===== config.mk =====
export PLATFORM = sky130hd
export DESIGN_NAME = cfg_i2c_slave
export DESIGN_NICKNAME = d
export VERILOG_FILES = /design/src/rtl/cfgi2c_pkg.sv /design/src/rtl/cfgi2c_sync.sv /design/src/rtl/cfgi2c_regfile.sv /design/src/rtl/cfgi2c_proto.sv /design/src/rtl/cfg_i2c_slave.sv
export SDC_FILE = /design/constraint.sdc
export NUM_CORES = 1
export LEC_CHECK = 0
export BUFFER_PORTS_ARGS = -buffer_cell sky130_fd_sc_hd__buf_2
export CAP_MARGIN = 20
export CORE_ASPECT_RATIO = 0.5
export CORE_MARGIN = 1.5
export CORE_UTILIZATION = 40
export DETAILED_ROUTE_END_ITERATION = 10
export HOLD_SLACK_MARGIN = 0.1
export SLEW_MARGIN = 40
export SYNTH_ARGS = -nofsm -noshare
export SYNTH_HDL_FRONTEND = slang
export SYNTH_HIERARCHICAL = 1
export SYNTH_SLANG_ARGS = --single-unit

===== constraint.sdc =====
create_clock -name clk -period 2.4 [get_ports clk]
set_input_delay 0.24 -clock clk [delete_from_list [all_inputs] [get_ports clk]]
set_output_delay 0.24 -clock clk [all_outputs]
set_load 0.05 [all_outputs]

===== src/rtl/cfgi2c_pkg.sv =====
package cfgi2c_pkg;
  typedef enum logic [2:0] {
    ST_IDLE,
    ST_RXBITS,
    ST_ACK,
    ST_TXBITS,
    ST_MACK,
    ST_IGNORE
  } st_t;

  typedef enum logic [1:0] {
    PH_CMD,
    PH_CNT,
    PH_DATA
  } wph_t;
endpackage


===== src/rtl/cfgi2c_sync.sv =====
module cfgi2c_sync #(
  parameter int STAGES = 2
) (
  input  logic clk,
  input  logic rst_n,
  input  logic scl_i,
  input  logic sda_i,
  output logic sda_s,
  output logic scl_rise,
  output logic scl_fall,
  output logic start_det,
  output logic stop_det
);
  logic [STAGES-1:0] scl_ff, sda_ff;
  logic scl_d, sda_d, scl_s;

  always_ff @(posedge clk or negedge rst_n) begin
    if (!rst_n) begin
      scl_ff <= '1;
      sda_ff <= '1;
      scl_d  <= 1'b1;
      sda_d  <= 1'b1;
    end else begin
      scl_ff <= {scl_ff[STAGES-2:0], scl_i};
      sda_ff <= {sda_ff[STAGES-2:0], sda_i};
      scl_d  <= scl_ff[STAGES-1];
      sda_d  <= sda_ff[STAGES-1];
    end
  end

  assign scl_s     = scl_ff[STAGES-1];
  assign sda_s     = sda_ff[STAGES-1];
  assign scl_rise  = scl_s & ~scl_d;
  assign scl_fall  = ~scl_s & scl_d;
  assign start_det = scl_s & scl_d & sda_d & ~sda_s;
  assign stop_det  = scl_s & scl_d & ~sda_d & sda_s;
endmodule


===== src/rtl/cfgi2c_regfile.sv =====
module cfgi2c_regfile #(
  parameter int         NREG      = 6,
  parameter logic [7:0] RST_FIRST = 8'h00,
  parameter logic [7:0] RST_REST  = 8'hFF,
  parameter logic [7:0] FILL      = 8'hFF,
  parameter int         IW        = 3,
  parameter int         PW        = 3
) (
  input  logic            clk,
  input  logic            rst_n,
  input  logic            we,
  input  logic [IW-1:0]   widx,
  input  logic [7:0]      wdata,
  input  logic [PW-1:0]   ridx,
  output logic [7:0]      rdata,
  output logic [NREG*8-1:0] q
);
  logic [7:0] regs [NREG];

  for (genvar k = 0; k < NREG; k++) begin : g_reg
    localparam logic [7:0] RV = (k == 0) ? RST_FIRST : RST_REST;
    always_ff @(posedge clk or negedge rst_n) begin
      if (!rst_n)                          regs[k] <= RV;
      else if (we && widx == IW'(k))       regs[k] <= wdata;
    end
    assign q[8*k +: 8] = regs[k];
  end

  always_comb begin
    rdata = FILL;
    for (int k = 0; k < NREG; k++)
      if (ridx == PW'(k)) rdata = regs[k];
  end
endmodule


===== src/rtl/cfgi2c_proto.sv =====
module cfgi2c_proto
  import cfgi2c_pkg::*;
#(
  parameter int         NREG       = 6,
  parameter logic [6:0] ADDR7      = 7'h69,
  parameter logic [7:0] BYTE_COUNT = 8'd6,
  parameter int         IW         = 3,
  parameter int         PW         = 3
) (
  input  logic          clk,
  input  logic          rst_n,
  input  logic          sda_s,
  input  logic          scl_rise,
  input  logic          scl_fall,
  input  logic          start_det,
  input  logic          stop_det,
  input  logic [7:0]    rd_data,
  output logic          sda_oe,
  output logic          wr_en,
  output logic [IW-1:0] wr_idx,
  output logic [7:0]    wr_data,
  output logic [PW-1:0] rd_idx,
  output logic          rd_active
);
  localparam logic [PW-1:0] NPTR = PW'(NREG);

  st_t           st;
  wph_t          wph;
  logic [3:0]    cnt;
  logic [7:0]    sh, tx_sh;
  logic          rw, in_addr, nack;
  logic [PW-1:0] ptr;

  always_ff @(posedge clk or negedge rst_n) begin
    if (!rst_n) begin
      st <= ST_IDLE; wph <= PH_CMD; cnt <= '0; sh <= '0; tx_sh <= '0;
      rw <= 1'b0; in_addr <= 1'b0; nack <= 1'b0; ptr <= '0;
      sda_oe <= 1'b0; wr_en <= 1'b0; wr_idx <= '0; wr_data <= '0;
    end else begin
      wr_en <= 1'b0;
      if (start_det) begin
        st <= ST_RXBITS; cnt <= '0; in_addr <= 1'b1;
        sda_oe <= 1'b0; ptr <= '0; wph <= PH_CMD;
      end else if (stop_det) begin
        st <= ST_IDLE; sda_oe <= 1'b0;
      end else begin
        unique case (st)
          ST_RXBITS: begin
            if (scl_rise && cnt < 4'd8) begin
              sh  <= {sh[6:0], sda_s};
              cnt <= cnt + 4'd1;
            end else if (scl_fall && cnt == 4'd8) begin
              in_addr <= 1'b0;
              if (in_addr) begin
                if (sh[7:1] == ADDR7) begin
                  rw <= sh[0]; sda_oe <= 1'b1; st <= ST_ACK;
                end else begin
                  st <= ST_IGNORE;
                end
              end else begin
                sda_oe <= 1'b1; st <= ST_ACK;
                unique case (wph)
                  PH_CMD:  wph <= PH_CNT;
                  PH_CNT:  wph <= PH_DATA;
                  default: if (ptr < NPTR) begin
                    wr_en <= 1'b1; wr_idx <= IW'(ptr); wr_data <= sh;
                    ptr <= ptr + 1'b1;
                  end
                endcase
              end
            end
          end
          ST_ACK: if (scl_fall) begin
            cnt <= '0;
            if (rw) begin
              tx_sh <= BYTE_COUNT; sda_oe <= ~BYTE_COUNT[7]; st <= ST_TXBITS;
            end else begin
              sda_oe <= 1'b0; st <= ST_RXBITS;
            end
          end
          ST_TXBITS: if (scl_fall) begin
            if (cnt == 4'd7) begin
              sda_oe <= 1'b0; st <= ST_MACK;
            end else begin
              tx_sh <= {tx_sh[6:0], 1'b0}; sda_oe <= ~tx_sh[6];
              cnt <= cnt + 4'd1;
            end
          end
          ST_MACK: begin
            if (scl_rise) nack <= sda_s;
            else if (scl_fall) begin
              if (nack) st <= ST_IGNORE;
              else begin
                tx_sh <= rd_data; sda_oe <= ~rd_data[7]; cnt <= '0;
                st <= ST_TXBITS;
                if (ptr < NPTR) ptr <= ptr + 1'b1;
              end
            end
          end
          default: ;
        endcase
      end
    end
  end

  assign rd_idx    = ptr;
  assign rd_active = (st == ST_TXBITS) || (st == ST_MACK);
endmodule


===== src/rtl/cfg_i2c_slave.sv =====
module cfg_i2c_slave #(
  parameter int         NREG        = 6,
  parameter logic [6:0] ADDR7       = 7'h69,
  parameter logic [7:0] RST_FIRST   = 8'h00,
  parameter logic [7:0] RST_REST    = 8'hFF,
  parameter logic [7:0] FILL        = 8'hFF,
  parameter int         SYNC_STAGES = 2
) (
  input  logic              clk,
  input  logic              rst_n,
  input  logic              scl_i,
  input  logic              sda_i,
  output logic              sda_oe,
  output logic [NREG*8-1:0] cfg_q
);
  localparam int         IW         = (NREG > 1) ? $clog2(NREG) : 1;
  localparam int         PW         = $clog2(NREG + 1);
  localparam logic [7:0] BYTE_COUNT = 8'(NREG);

  logic          sda_s, scl_rise, scl_fall, start_det, stop_det;
  logic          wr_en, rd_active;
  logic [IW-1:0] wr_idx;
  logic [7:0]    wr_data, rd_data;
  logic [PW-1:0] rd_idx;

  cfgi2c_sync #(.STAGES(SYNC_STAGES)) u_sync (
    .clk(clk), .rst_n(rst_n), .scl_i(scl_i), .sda_i(sda_i),
    .sda_s(sda_s), .scl_rise(scl_rise), .scl_fall(scl_fall),
    .start_det(start_det), .stop_det(stop_det)
  );

  cfgi2c_proto #(
    .NREG(NREG), .ADDR7(ADDR7), .BYTE_COUNT(BYTE_COUNT), .IW(IW), .PW(PW)
  ) u_proto (
    .clk(clk), .rst_n(rst_n), .sda_s(sda_s), .scl_rise(scl_rise),
    .scl_fall(scl_fall), .start_det(start_det), .stop_det(stop_det),
    .rd_data(rd_data), .sda_oe(sda_oe), .wr_en(wr_en), .wr_idx(wr_idx),
    .wr_data(wr_data), .rd_idx(rd_idx), .rd_active(rd_active)
  );

  cfgi2c_regfile #(
    .NREG(NREG), .RST_FIRST(RST_FIRST), .RST_REST(RST_REST), .FILL(FILL),
    .IW(IW), .PW(PW)
  ) u_regs (
    .clk(clk), .rst_n(rst_n), .we(wr_en), .widx(wr_idx), .wdata(wr_data),
    .ridx(rd_idx), .rdata(rd_data), .q(cfg_q)
  );
endmodule


# Word-level counts from Yosys, hierarchy flattened
# Index checks and enable logic that the tools add are counted.
# totals
output_inout_bits,49
ff_bits,97
elab_cells,206
in_bits,4
# op_classes
n_addsub,2
n_reduce_logical,30
n_eq_ne,48
mux,83
bitwise,18
n_lt_le_gt_ge,2
# ops
cell,count
two-way mux 3 bit,22
two-way mux 7 bit,7
two-way mux 8 bit,6
two-way mux 4 bit,9
AND reduction 9 bit,3
two-way mux 1 bit,26
one-hot mux 7 bit (3 select lines),1
inequality test 4 x 3 -> 1 bit (second input constant),5
equality test 3 x 2 -> 1 bit (second input constant),6
inequality test 3 bit (second input constant),6
one-hot mux 4 bit (4 select lines),1
AND reduction 8 bit,2
equality test 3 bit (second input constant),5
inequality test 3 x 2 -> 1 bit (second input constant),5
two-way mux 2 bit,7
inequality test 2 bit (second input constant),6
inequality test 4 bit (second input constant),3
one-hot mux 3 bit (4 select lines),1
AND reduction 4 bit,3
inverter 1 bit,11
AND reduction 10 bit,1
equality test 3 x 1 -> 1 bit (second input constant),3
nonzero test 3 bit,3
logical AND 1 bit,8
22 further kinds,33

# Longest topological paths before layout
# Gate-level depths: netlist of run 1.
# depth
ltp_word,14
ltp_mapped,9

# Hierarchy
# The synthesis of run 1 kept the hierarchy.
# modules_own_cells
module,instances,area_each_um2,cells_each
cfgi2c_regfile,1,2289.7,154
cfgi2c_proto,1,2223.4,202
cfgi2c_sync,1,190.2,10

# Worst setup path before layout of run 1
# No wires, ideal clock.
# synth_path
kind,register to register
start,reg u_sync.sda_ff[1]
end,reg u_proto.wr_data[0]
path_stages_with_launch,9
setup_ns,0.125
required_ns,2.275
slack_ns,0.307
arrival_time_ns,1.968
cell_sequence,dfstp_2 -> and4b_1 -> or2_1 -> buf_2 -> nor3_4 -> nand2_2 -> a21o_1 -> buf_6 -> mux2_4
# synth_between
elab_chain_cells,4
word_cells_on_any_way,6
classes_between,bitwise (5); reduce/logical (1)
# synth_lines
element,line_no,source
"start, declared",cfgi2c_sync.sv:14,"logic [STAGES-1:0] scl_ff, sda_ff;"
"start signal, assigned",cfgi2c_sync.sv:25,"sda_ff <= {sda_ff[STAGES-2:0], sda_i};"
inverter 1 bit,cfgi2c_sync.sv:35,assign start_det = scl_s & scl_d & sda_d & ~sda_s;
AND 1 bit,cfgi2c_sync.sv:35,
named net start_det,cfg_i2c_slave.sv:20,"logic sda_s, scl_rise, scl_fall, start_det, stop_det;"
inverter 1 bit (no line),-,
AND reduction 8 bit (no line),-,
"end signal, assigned",cfgi2c_proto.sv:38,sda_oe <= 1'b0; wr_en <= 1'b0; wr_idx <= '0; wr_data <= '0;
"end signal, assigned",cfgi2c_proto.sv:66,wr_en <= 1'b1; wr_idx <= IW'(ptr); wr_data <= sh;
"end, declared",cfgi2c_proto.sv:21,"output logic [7:0] wr_data,"
# The timed path passes the listed nets, and every way through them passes these cells.
# A chain may end at the register's enable or synchronous reset.

# Worst setup path after layout of run 1
# Ends and elaborated chain as after synthesis.

==> impl_metrics.py, run 1 <==
metrics = {
    "global_route": {
        "grt_pass1_vias": 3155,
        "gr-total-overflow": 0,
        "grt_first_pass_wirelength_um": 17600,
        "antenna_found_initial": 0,
        "grt_usage": 0.189,
        "grt_max_degree": 45,
    },
    "pwr": {
        "max-vdd-ir-drop_v": 0.000367,
        "p_per_area_mw_per_mm2": 777,
        "total_leakage_power_nw": 2.58,
    },
    "synth": {
        "synth_cells": 365,
        "yosys_warnings": 6,
        "syn_nets": 372,
        "syn-cell-area_mm2": 0.00470,
        "syn_area_per_cell_um2": 12.9,
    },
    "detailed_routing": {
        "wl_per_cell_um": 18.0,
        "wl_um": 10800,
        "drt_iter0_markers": 204,
        "vias": 3170,
        "drc": 0,
        "dr.pass1.iters": 4,
        "viasPerCell": 5.28,
        "detail-route-antenna-nets": 0,
    },
    "layout": {
        "area_delta_synth_final_pct": 18.7,
        "drive_above_1_share": 0.512,
        "antennaDiodeCount": 0,
        "final_nets": 443,
        "fillers": 999,
    },
    "critical_path": {
        "required_ns": 2.63,
        "critical_path_buf_inv_count": 0,
        "r2r_cells": 6,
        "cp.depth": 6,
        "worstPathArrival_ns": 2.43,
        "critPathSlowestCell": "dfstp_2",
        "critPathKind": "flip-flop to flip-flop",
        "end_kind": "flip-flop",
        "timing.rr.start": "u_sync/sda_ff[1]",
        "crit_family": "simple AND/OR/NAND/NOR gates",
        "rrSetupSlack_ns": 0.20,
        "path_max_fanout": 10,
        "worstSetupStartpoint": "u_sync/sda_ff[1]",
        "endpoint": "u_proto/wr_data[0]",
        "max_stage_delay_ns": 0.56,
        "cp_cell_sequence": "and4b_1, or2_1, nor3_4, nand2_2, a21o_1, mux2_4",
        "reg2reg_to": "u_proto/wr_data[0]",
        "startpoint_type": "flip-flop",
    },
    "sta": {
        "rsz0062_at_grt": "no",
        "final.min_clock_period_ns": 2.20,
        "fmax_mhz": 454,
        "fin_skew_ns": 0.00883,
        "maxSlewViolCount": 0,
        "tightest_slew_ns": 0.639,
        "holdWs_ns": 0.357,
        "setup_viol_count_final": 0,
        "fin_setup_tns_ns": 0,
        "slew_headroom": 0.571,
        "fin_crit_sh": 0.918,
        "finalHoldViolCount": 0,
    },
    "clocking": {
        "clk_path_buf_depth": 2,
        "path_clk_slew_ns": 0.07,
        "numCtsBuffers": 9,
        "cts_tree": "yes",
        "post_cts_resized": 0,
        "htree_levels": 3,
        "clkSinkCount": 97,
        "cts_root_buf": "clkbuf_16",
        "clk_latency_ns": 0.35,
    },
    "die": {
        "dieArea_mm2": 0.0124,
        "start_util": 0.419,
        "fp.dieH_um": 79.6,
        "placementRows": 27,
        "ios": 53,
        "core_mm2": 0.0112,
        "die_x_um": 156,
    },
    "run": {
        "maxCapViolations": 0,
    },
    "placed_design": {
        "gp_congestion": 0.811,
        "dp_hpwl_um": 7550,
        "port_buffers": 52,
    },
    "outcome": {
        "outcome": "completed",
    },
    "worst_hold_path": {
        "hp-class": "flip-flop to flip-flop",
    },
}
==> cell type report <==
cell class / instances / area [um^2] / area share
Clock buffer: 10 / 229 / 0.0410
Clock inverter: 6 / 75.1 / 0.0135
Inverter: 8 / 30.0 / 0.00538
Multi-Input combinational cell: 244 / 2100 / 0.376
Sequential cell: 97 / 2480 / 0.445
Tap cell: 159 / 199 / 0.0357
Timing Repair Buffer: 76 / 463 / 0.0830
==> what timing repair did <==
action	CTS	global route
hold endpoints to repair	22	0
endpoints found under the setup margin	0	0
buffers inserted	0	0
hold buffers	3	0
==> state kept, by name, summed over array words and instances, names as in the netlist <==
signal and cells:
u_proto/st 3, u_regs/q 48, u_proto/wr_en 1, u_proto/in_addr 1, u_proto/nack 1, u_proto/sh 8, u_proto/rd_idx 3, u_proto/cnt 4
u_proto/sda_oe 1, u_proto/wph 2, u_sync/sda_d 1, u_proto/wr_idx 3, u_proto/tx_sh 7, u_sync/scl_ff 2, u_sync/scl_d 1, u_proto/wr_data 8
u_sync/sda_ff 2, u_proto/rw 1
==> metrics by stage <==
stage,setup slack [ns],utilization,cells,cell area (um^2),total power [mW]
after global routing,0.0375,0.497,600,5580,4.58
after CTS,0.190,0.497,600,5580,4.38
after global placement,0.248,0.468,581,5250,2.89
after detailed placement,0.208,0.468,581,5250,2.89
after floorplan,0.307,-,365,4700,2.57
final,0.197,0.497,600,5580,4.33
==> power by group <==
group / internal, mW / leakage [nW] / total [mW] / switching, mW
sequential: 1.77 / 1.16 / 1.95 / 0.178
clock: 0.823 / 0.139 / 1.46 / 0.642
combinational: 0.404 / 1.28 / 0.917 / 0.513
total: 3.00 / 2.58 / 4.33 / 1.33
==> metal layers <==
metal  vias up  routed length [um]  track usage  share of wire
met4         0                  89       0.0438         0.0082
met2        55                4580        0.271           0.42
met3         6                 474       0.0456          0.044
met5         -                   0            0              0
met1      1618                5670        0.286           0.52
li1       1491                   -            -              -
==> how the worst min path moves through the flow <==
stage                                 from          endpoint  slack [ns]  depth (start not counted)
after floorplan                      rst_n    u_proto/cnt[0]       -0.06                          0
after global placement               rst_n      u_proto/nack        0.29                          1
after detailed placement             rst_n      u_proto/nack        0.29                          1
after CTS                 u_sync/sda_ff[0]  u_sync/sda_ff[1]        0.36                          0
after global routing      u_sync/sda_ff[0]  u_sync/sda_ff[1]        0.36                          0
final                     u_sync/sda_ff[0]  u_sync/sda_ff[1]        0.36                          0
==> worst register-to-register path: cells and delay by family (launching register included) <==
| kind | cells | cell delay [ns] |
|---|---|---|
| multiplexers | 1 | 0.37 |
| flip-flops | 1 | 0.56 |
| AND/OR/NAND/NOR | 4 | 0.78 |
| AO/OA/AOI/OAI | 1 | 0.37 |
==> cells in the final DEF (no fill, tap or decap), types with 2 or more instances in the layout <==
cell	n
a211oi_1	2
a21o_1	2
a21oi_1	8
a22oi_1	4
a31oi_1	2
and2b_1	2
and4b_1	4
buf_2	51
buf_4	21
clkbuf_16	9
clkinvlp_4	3
dfrtp_1	51
dfstp_2	46
dlygate4sd3_1	3
ha_1	3
inv_1	8
inv_8	2
mux2_2	67
mux2_4	9
mux2i_1	16
nand2_1	15
nand2b_1	7
nand3_1	6
nand3b_1	5
nand4_1	2
nand4b_1	3
nor2_1	14
nor2b_1	3
nor3_1	3
o21ai_0	20
o221ai_1	7
o22a_1	2
o22ai_1	3
o32ai_2	2
or2_2	3
xor2_1	2
Note: power is estimated with default switching activity, not from simulation.
==> run 2: changes to the inputs <==
BUFFER_PORTS_ARGS = -buffer_cell sky130_fd_sc_hd__buf_4   (was -buffer_cell sky130_fd_sc_hd__buf_2)
clock period = 2.2 ns   (was 2.4 ns; I/O delays follow)
==> impl_metrics.py, run 2 (synthesis results as in run 1) <==
metrics = {
    "outcome": {
        "outcome": "completed",
    },
    "sta": {
        "fmax_mhz": 476,
        "fin_setup_tns_ns": 0,
        "holdWs_ns": 0.358,
        "finalHoldViolCount": 0,
        "fin_skew_ns": 0.00964,
        "maxSlewViolCount": 0,
        "rsz0062_at_grt": "no",
        "final.min_clock_period_ns": 2.10,
        "fin_crit_sh": 0.954,
        "setup_viol_count_final": 0,
        "tightest_slew_ns": 0.575,
        "slew_headroom": 0.617,
    },
    "pwr": {
        "p_sw_mw": 1.44,
        "power.share.combinational": 0.224,
        "p_seq_frac": 0.458,
        "total_leakage_power_nw": 2.58,
        "clockPowerShare": 0.319,
        "power.internal_mw": 3.16,
        "max-vdd-ir-drop_v": 0.000443,
        "p_per_area_mw_per_mm2": 809,
        "total_power_mw": 4.61,
        "switching_share": 0.313,
    },
    "die": {
        "die_x_um": 156,
        "core_mm2": 0.0112,
        "dieArea_mm2": 0.0124,
        "start_util": 0.419,
        "ios": 53,
        "placementRows": 27,
        "fp.dieH_um": 79.6,
    },
    "detailed_routing": {
        "viasPerCell": 5.34,
        "wl_per_cell_um": 18.5,
        "detail-route-antenna-nets": 0,
        "wl_um": 11100,
        "dr.pass1.iters": 4,
        "drt_iter0_markers": 178,
        "vias": 3208,
        "drc": 0,
    },
    "clocking": {
        "cts_tree": "yes",
        "htree_levels": 3,
        "numCtsBuffers": 9,
        "path_clk_slew_ns": 0.07,
        "cts_setup_buffers": 0,
        "clk_latency_ns": 0.34,
        "clkSinkCount": 97,
        "cts_root_buf": "clkbuf_16",
        "clk_path_buf_depth": 2,
    },
    "layout": {
        "drive_above_1_share": 0.520,
        "largest_reg_flops": 48,
        "layout_commonest_cell": "buf_4",
        "final_nets": 444,
        "mostFrequentLayoutCells": "73 x buf_4, 67 x mux2_2, 51 x dfrtp_1",
        "antennaDiodeCount": 0,
        "area_delta_synth_final_pct": 21.2,
    },
    "worst_hold_path": {
        "whs_path_depth": 0,
        "hp-class": "flip-flop to flip-flop",
        "hold_end": "u_sync/scl_ff[1]",
        "hold_start": "u_sync/scl_ff[0]",
    },
    "placed_design": {
        "gp_congestion": 0.849,
        "port_buffers": 52,
        "dp_hpwl_um": 8230,
    },
    "critical_path": {
        "startpoint_type": "flip-flop",
        "reg2reg_to": "u_proto/cnt[3]",
        "rrSetupSlack_ns": 0.10,
        "end_kind": "flip-flop",
        "timing.rr.start": "u_sync/scl_ff[1]",
        "worstPathArrival_ns": 2.34,
        "critPathKind": "flip-flop to flip-flop",
        "r2r_cells": 6,
        "path_max_fanout": 6,
        "required_ns": 2.44,
    },
    "global_route": {
        "gr-total-overflow": 0,
        "grt_pass1_vias": 3336,
        "grt_max_degree": 56,
        "antenna_found_initial": 0,
        "grt_usage": 0.190,
        "grt_first_pass_wirelength_um": 18000,
    },
    "run": {
        "maxCapViolations": 0,
    },
}
run 2: area by class of cell:
type | instances | area, um^2
clock inverter | 6 | 48.8
clock buffer | 10 | 229
fill | 1001 | 5520
timing repair buffer | 77 | 598
sequential | 97 | 2480
tap | 159 | 199
multi-input combinational | 244 | 2100
inverter | 8 | 30.0
run 2: what timing repair did:
item | in CTS | in global routing
gates resized for setup | 0 | 3
endpoints found under the setup margin | 0 | 11
endpoints found under the hold margin | 21 | 0
hold buffers | 3 | 0
run 2: worst max path at each step:
stage,startpoint,to,depth (start not counted)
global placement,u_sync/scl_d,u_proto/cnt[3],6
finish,u_sync/scl_ff[1],u_proto/cnt[3],6
detailed placement,u_sync/scl_d,u_proto/cnt[3],6
CTS,u_sync/scl_d,u_proto/cnt[3],6
floorplan,u_sync/sda_ff[1],u_proto/wr_data[0],8
global route,u_sync/scl_ff[1],u_proto/cnt[3],6
run 2: stage by stage:
stage / std cells / setup WS (ns) / util / cell area (um^2)
floorplan: 365 / 0.107 / - / 4700
global placement: 582 / 0.130 / 0.480 / 5380
detailed placement: 582 / 0.0333 / 0.480 / 5380
CTS: 601 / 0.0133 / 0.507 / 5690
global route: 601 / 0.00343 / 0.508 / 5690
finish: 601 / 0.101 / 0.508 / 5690
run 2: power groups by stage:
stage	combinational (mW)	clock (mW)	sequential (mW)
6_report	1.03	1.47	2.11
5_1_grt	1.12	1.60	2.14
4_1_cts	1.03	1.51	2.11
3_5_place_dp	1.02	0	2.14
3_3_place_gp	1.01	0	2.13
2_1_floorplan	0.684	0	2.12
run 2: layer usage:
| layer | vias to the layer above | part of all wire | track usage |
|---|---|---|---|
| li1 | 1493 | - | - |
| met1 | 1622 | 0.49 | 0.271 |
| met2 | 83 | 0.45 | 0.295 |
| met3 | 10 | 0.056 | 0.0434 |
| met4 | 0 | 0.0078 | 0.0390 |
| met5 | - | 0 | 0 |
run 2: worst max-delay path: stages, from the launching register on:
cell and delay, ns:
dfstp_2 0.57, nor2b_2 0.23, nor2b_1 0.20, nand2_1 0.07, a2111o_1 0.49, nand2b_4 0.19
o32ai_2 0.26
==> run 3: changes to the inputs <==
BUFFER_PORTS_ARGS = -buffer_cell sky130_fd_sc_hd__clkbuf_2   (was -buffer_cell sky130_fd_sc_hd__buf_4)
==> impl_metrics.py, run 3 (synthesis results as in run 1) <==
metrics = {
    "sta": {
        "final.min_clock_period_ns": 2.09,
        "fmax_mhz": 478,
        "finalHoldViolCount": 0,
        "fin_crit_sh": 0.951,
        "fin_skew_ns": 0.0103,
        "setup_viol_count_final": 0,
        "tightest_slew_ns": 0.530,
        "slew_headroom": 0.646,
        "setup_slack_ns": 0.107,
        "rsz0062_at_grt": "no",
        "fin_setup_tns_ns": 0,
        "maxSlewViolCount": 0,
    },
    "die": {
        "dieArea_mm2": 0.0124,
        "core_mm2": 0.0112,
        "ios": 53,
        "start_util": 0.419,
        "fp.dieH_um": 79.6,
        "placementRows": 27,
        "die_x_um": 156,
    },
    "critical_path": {
        "rrSetupSlack_ns": 0.11,
        "critPathSlowestCell": "dfstp_2",
        "end_kind": "flip-flop",
        "worstPathArrival_ns": 2.32,
        "max_stage_delay_ns": 0.55,
        "r2r_cells": 6,
        "path_max_fanout": 10,
        "required_ns": 2.43,
        "startpoint_type": "flip-flop",
        "timing.rr.start": "u_sync/sda_ff[1]",
        "reg2reg_to": "u_proto/wr_data[3]",
        "critPathKind": "flip-flop to flip-flop",
        "cp_cell_sequence": "and4b_1, or2_1, nor3_4, nand2_2, a21o_1, mux2_4",
    },
    "placed_design": {
        "gp_congestion": 0.845,
        "port_buffers": 52,
        "dp_hpwl_um": 7560,
        "dp_slack_ns": 0.0718,
    },
    "outcome": {
        "outcome": "completed",
    },
    "detailed_routing": {
        "viasPerCell": 5.28,
        "wl_um": 10600,
        "drt_iter0_markers": 228,
        "drc": 0,
        "dr.pass1.iters": 4,
        "detail-route-antenna-nets": 0,
        "vias": 3181,
        "wl_per_cell_um": 17.6,
    },
    "clocking": {
        "clkSinkCount": 97,
        "cts_tree": "yes",
        "numCtsBuffers": 9,
        "clk_path_buf_depth": 2,
        "path_clk_slew_ns": 0.06,
        "cts_root_buf": "clkbuf_16",
        "htree_levels": 3,
        "cts_setup_buffers": 0,
        "clk_latency_ns": 0.35,
    },
    "layout": {
        "area_delta_synth_final_pct": 19.6,
        "drive_above_1_share": 0.523,
        "fillers": 1027,
        "layout_commonest_cell": "mux2_2",
        "antennaDiodeCount": 0,
        "largest_reg_flops": 48,
        "mostFrequentLayoutCells": "67 x mux2_2, 51 x clkbuf_2, 51 x dfrtp_1",
        "final_nets": 446,
    },
    "global_route": {
        "grt_max_degree": 50,
        "grt_first_pass_wirelength_um": 17100,
        "grt_pass1_vias": 3089,
        "antenna_found_initial": 0,
        "gr-total-overflow": 0,
        "grt_usage": 0.185,
    },
    "worst_hold_path": {
        "hold_start": "u_sync/scl_ff[0]",
        "hp-class": "flip-flop to flip-flop",
        "hold_end": "u_sync/scl_ff[1]",
        "whs_path_depth": 0,
    },
    "pwr": {
        "p_per_area_mw_per_mm2": 843,
        "total_leakage_power_nw": 2.57,
        "max-vdd-ir-drop_v": 0.000389,
    },
    "run": {
        "maxCapViolations": 0,
    },
}
==> run 3: cell count changes in the layout (fill, tap and decap cells not counted), sizes merged <==
cell and change:
clkbuf +53, buf -49, inv -2, clkinv +1
clkinvlp -1
==> run 3: how the worst max path moves through the flow <==
| stage | depth (start not counted) | slack [ns] | from | endpoint |
|---|---|---|---|---|
| floorplan | 8 | 0.11 | u_sync/sda_ff[1] | u_proto/wr_data[0] |
| global placement | 6 | 0.13 | u_sync/scl_d | u_proto/cnt[3] |
| detailed placement | 6 | 0.07 | u_sync/scl_d | u_proto/cnt[3] |
| CTS | 6 | 0.06 | u_sync/scl_d | u_proto/cnt[3] |
| global route | 6 | 0.008 | u_sync/sda_ff[1] | u_proto/wr_data[1] |
| finish | 6 | 0.11 | u_sync/sda_ff[1] | u_proto/wr_data[3] |
==> run 3: where the power goes <==
part,leakage (nW),total [mW],switching (mW),internal [mW]
registers,1.16,2.09,0.159,1.94
logic,1.26,1.10,0.630,0.468
clock network,0.149,1.54,0.669,0.875
==> run 3: final cells by class <==
class                   count  area (um^2)  share of cell area
clock buffers              12          268              0.0476
clock inverters             4         31.3             0.00556
inverters                   8         30.0             0.00534
multi-input cells         244         2110               0.375
flip-flops and latches     97         2480               0.442
well taps                 159          199              0.0354
repair buffers             79          498              0.0886
==> run 3: timing repair <==
item,in CTS,in global routing
gates resized for setup,0,3
hold buffers,3,0
setup endpoints to repair,0,4
endpoints found under the hold margin,20,0
==> run 3: per-stage QoR <==
stage | hold slack, ns | instance area, um^2 | power (mW) | cells | util
global placement | 0.196 | 5280 | 3.21 | 584 | 0.471
CTS | 0.357 | 5610 | 4.79 | 603 | 0.500
global route | 0.359 | 5620 | 5.00 | 603 | 0.501
finish | 0.355 | 5620 | 4.74 | 603 | 0.501
detailed placement | 0.204 | 5280 | 3.22 | 584 | 0.471
floorplan | -0.0756 | 4700 | 2.81 | 365 | -
==> run 3: routing by layer <==
metal  share of wire  routed length [um]  global-route usage  up-vias
met4          0.0077                  82              0.0419        0
met3           0.037                 389              0.0445        9
li1                -                   -                   -     1502
met2            0.43                4610               0.276       63
met1            0.52                5560               0.269     1607
met5               0                   0                   0        -
==> run 3: worst max-delay path: cells and delay by family (launching register included) <==
family,cells,cell delay [ns]
AOI/OAI and AO/OA,1,0.35
DFF,1,0.55
muxes,1,0.37
and+or+nand+nor,4,0.70
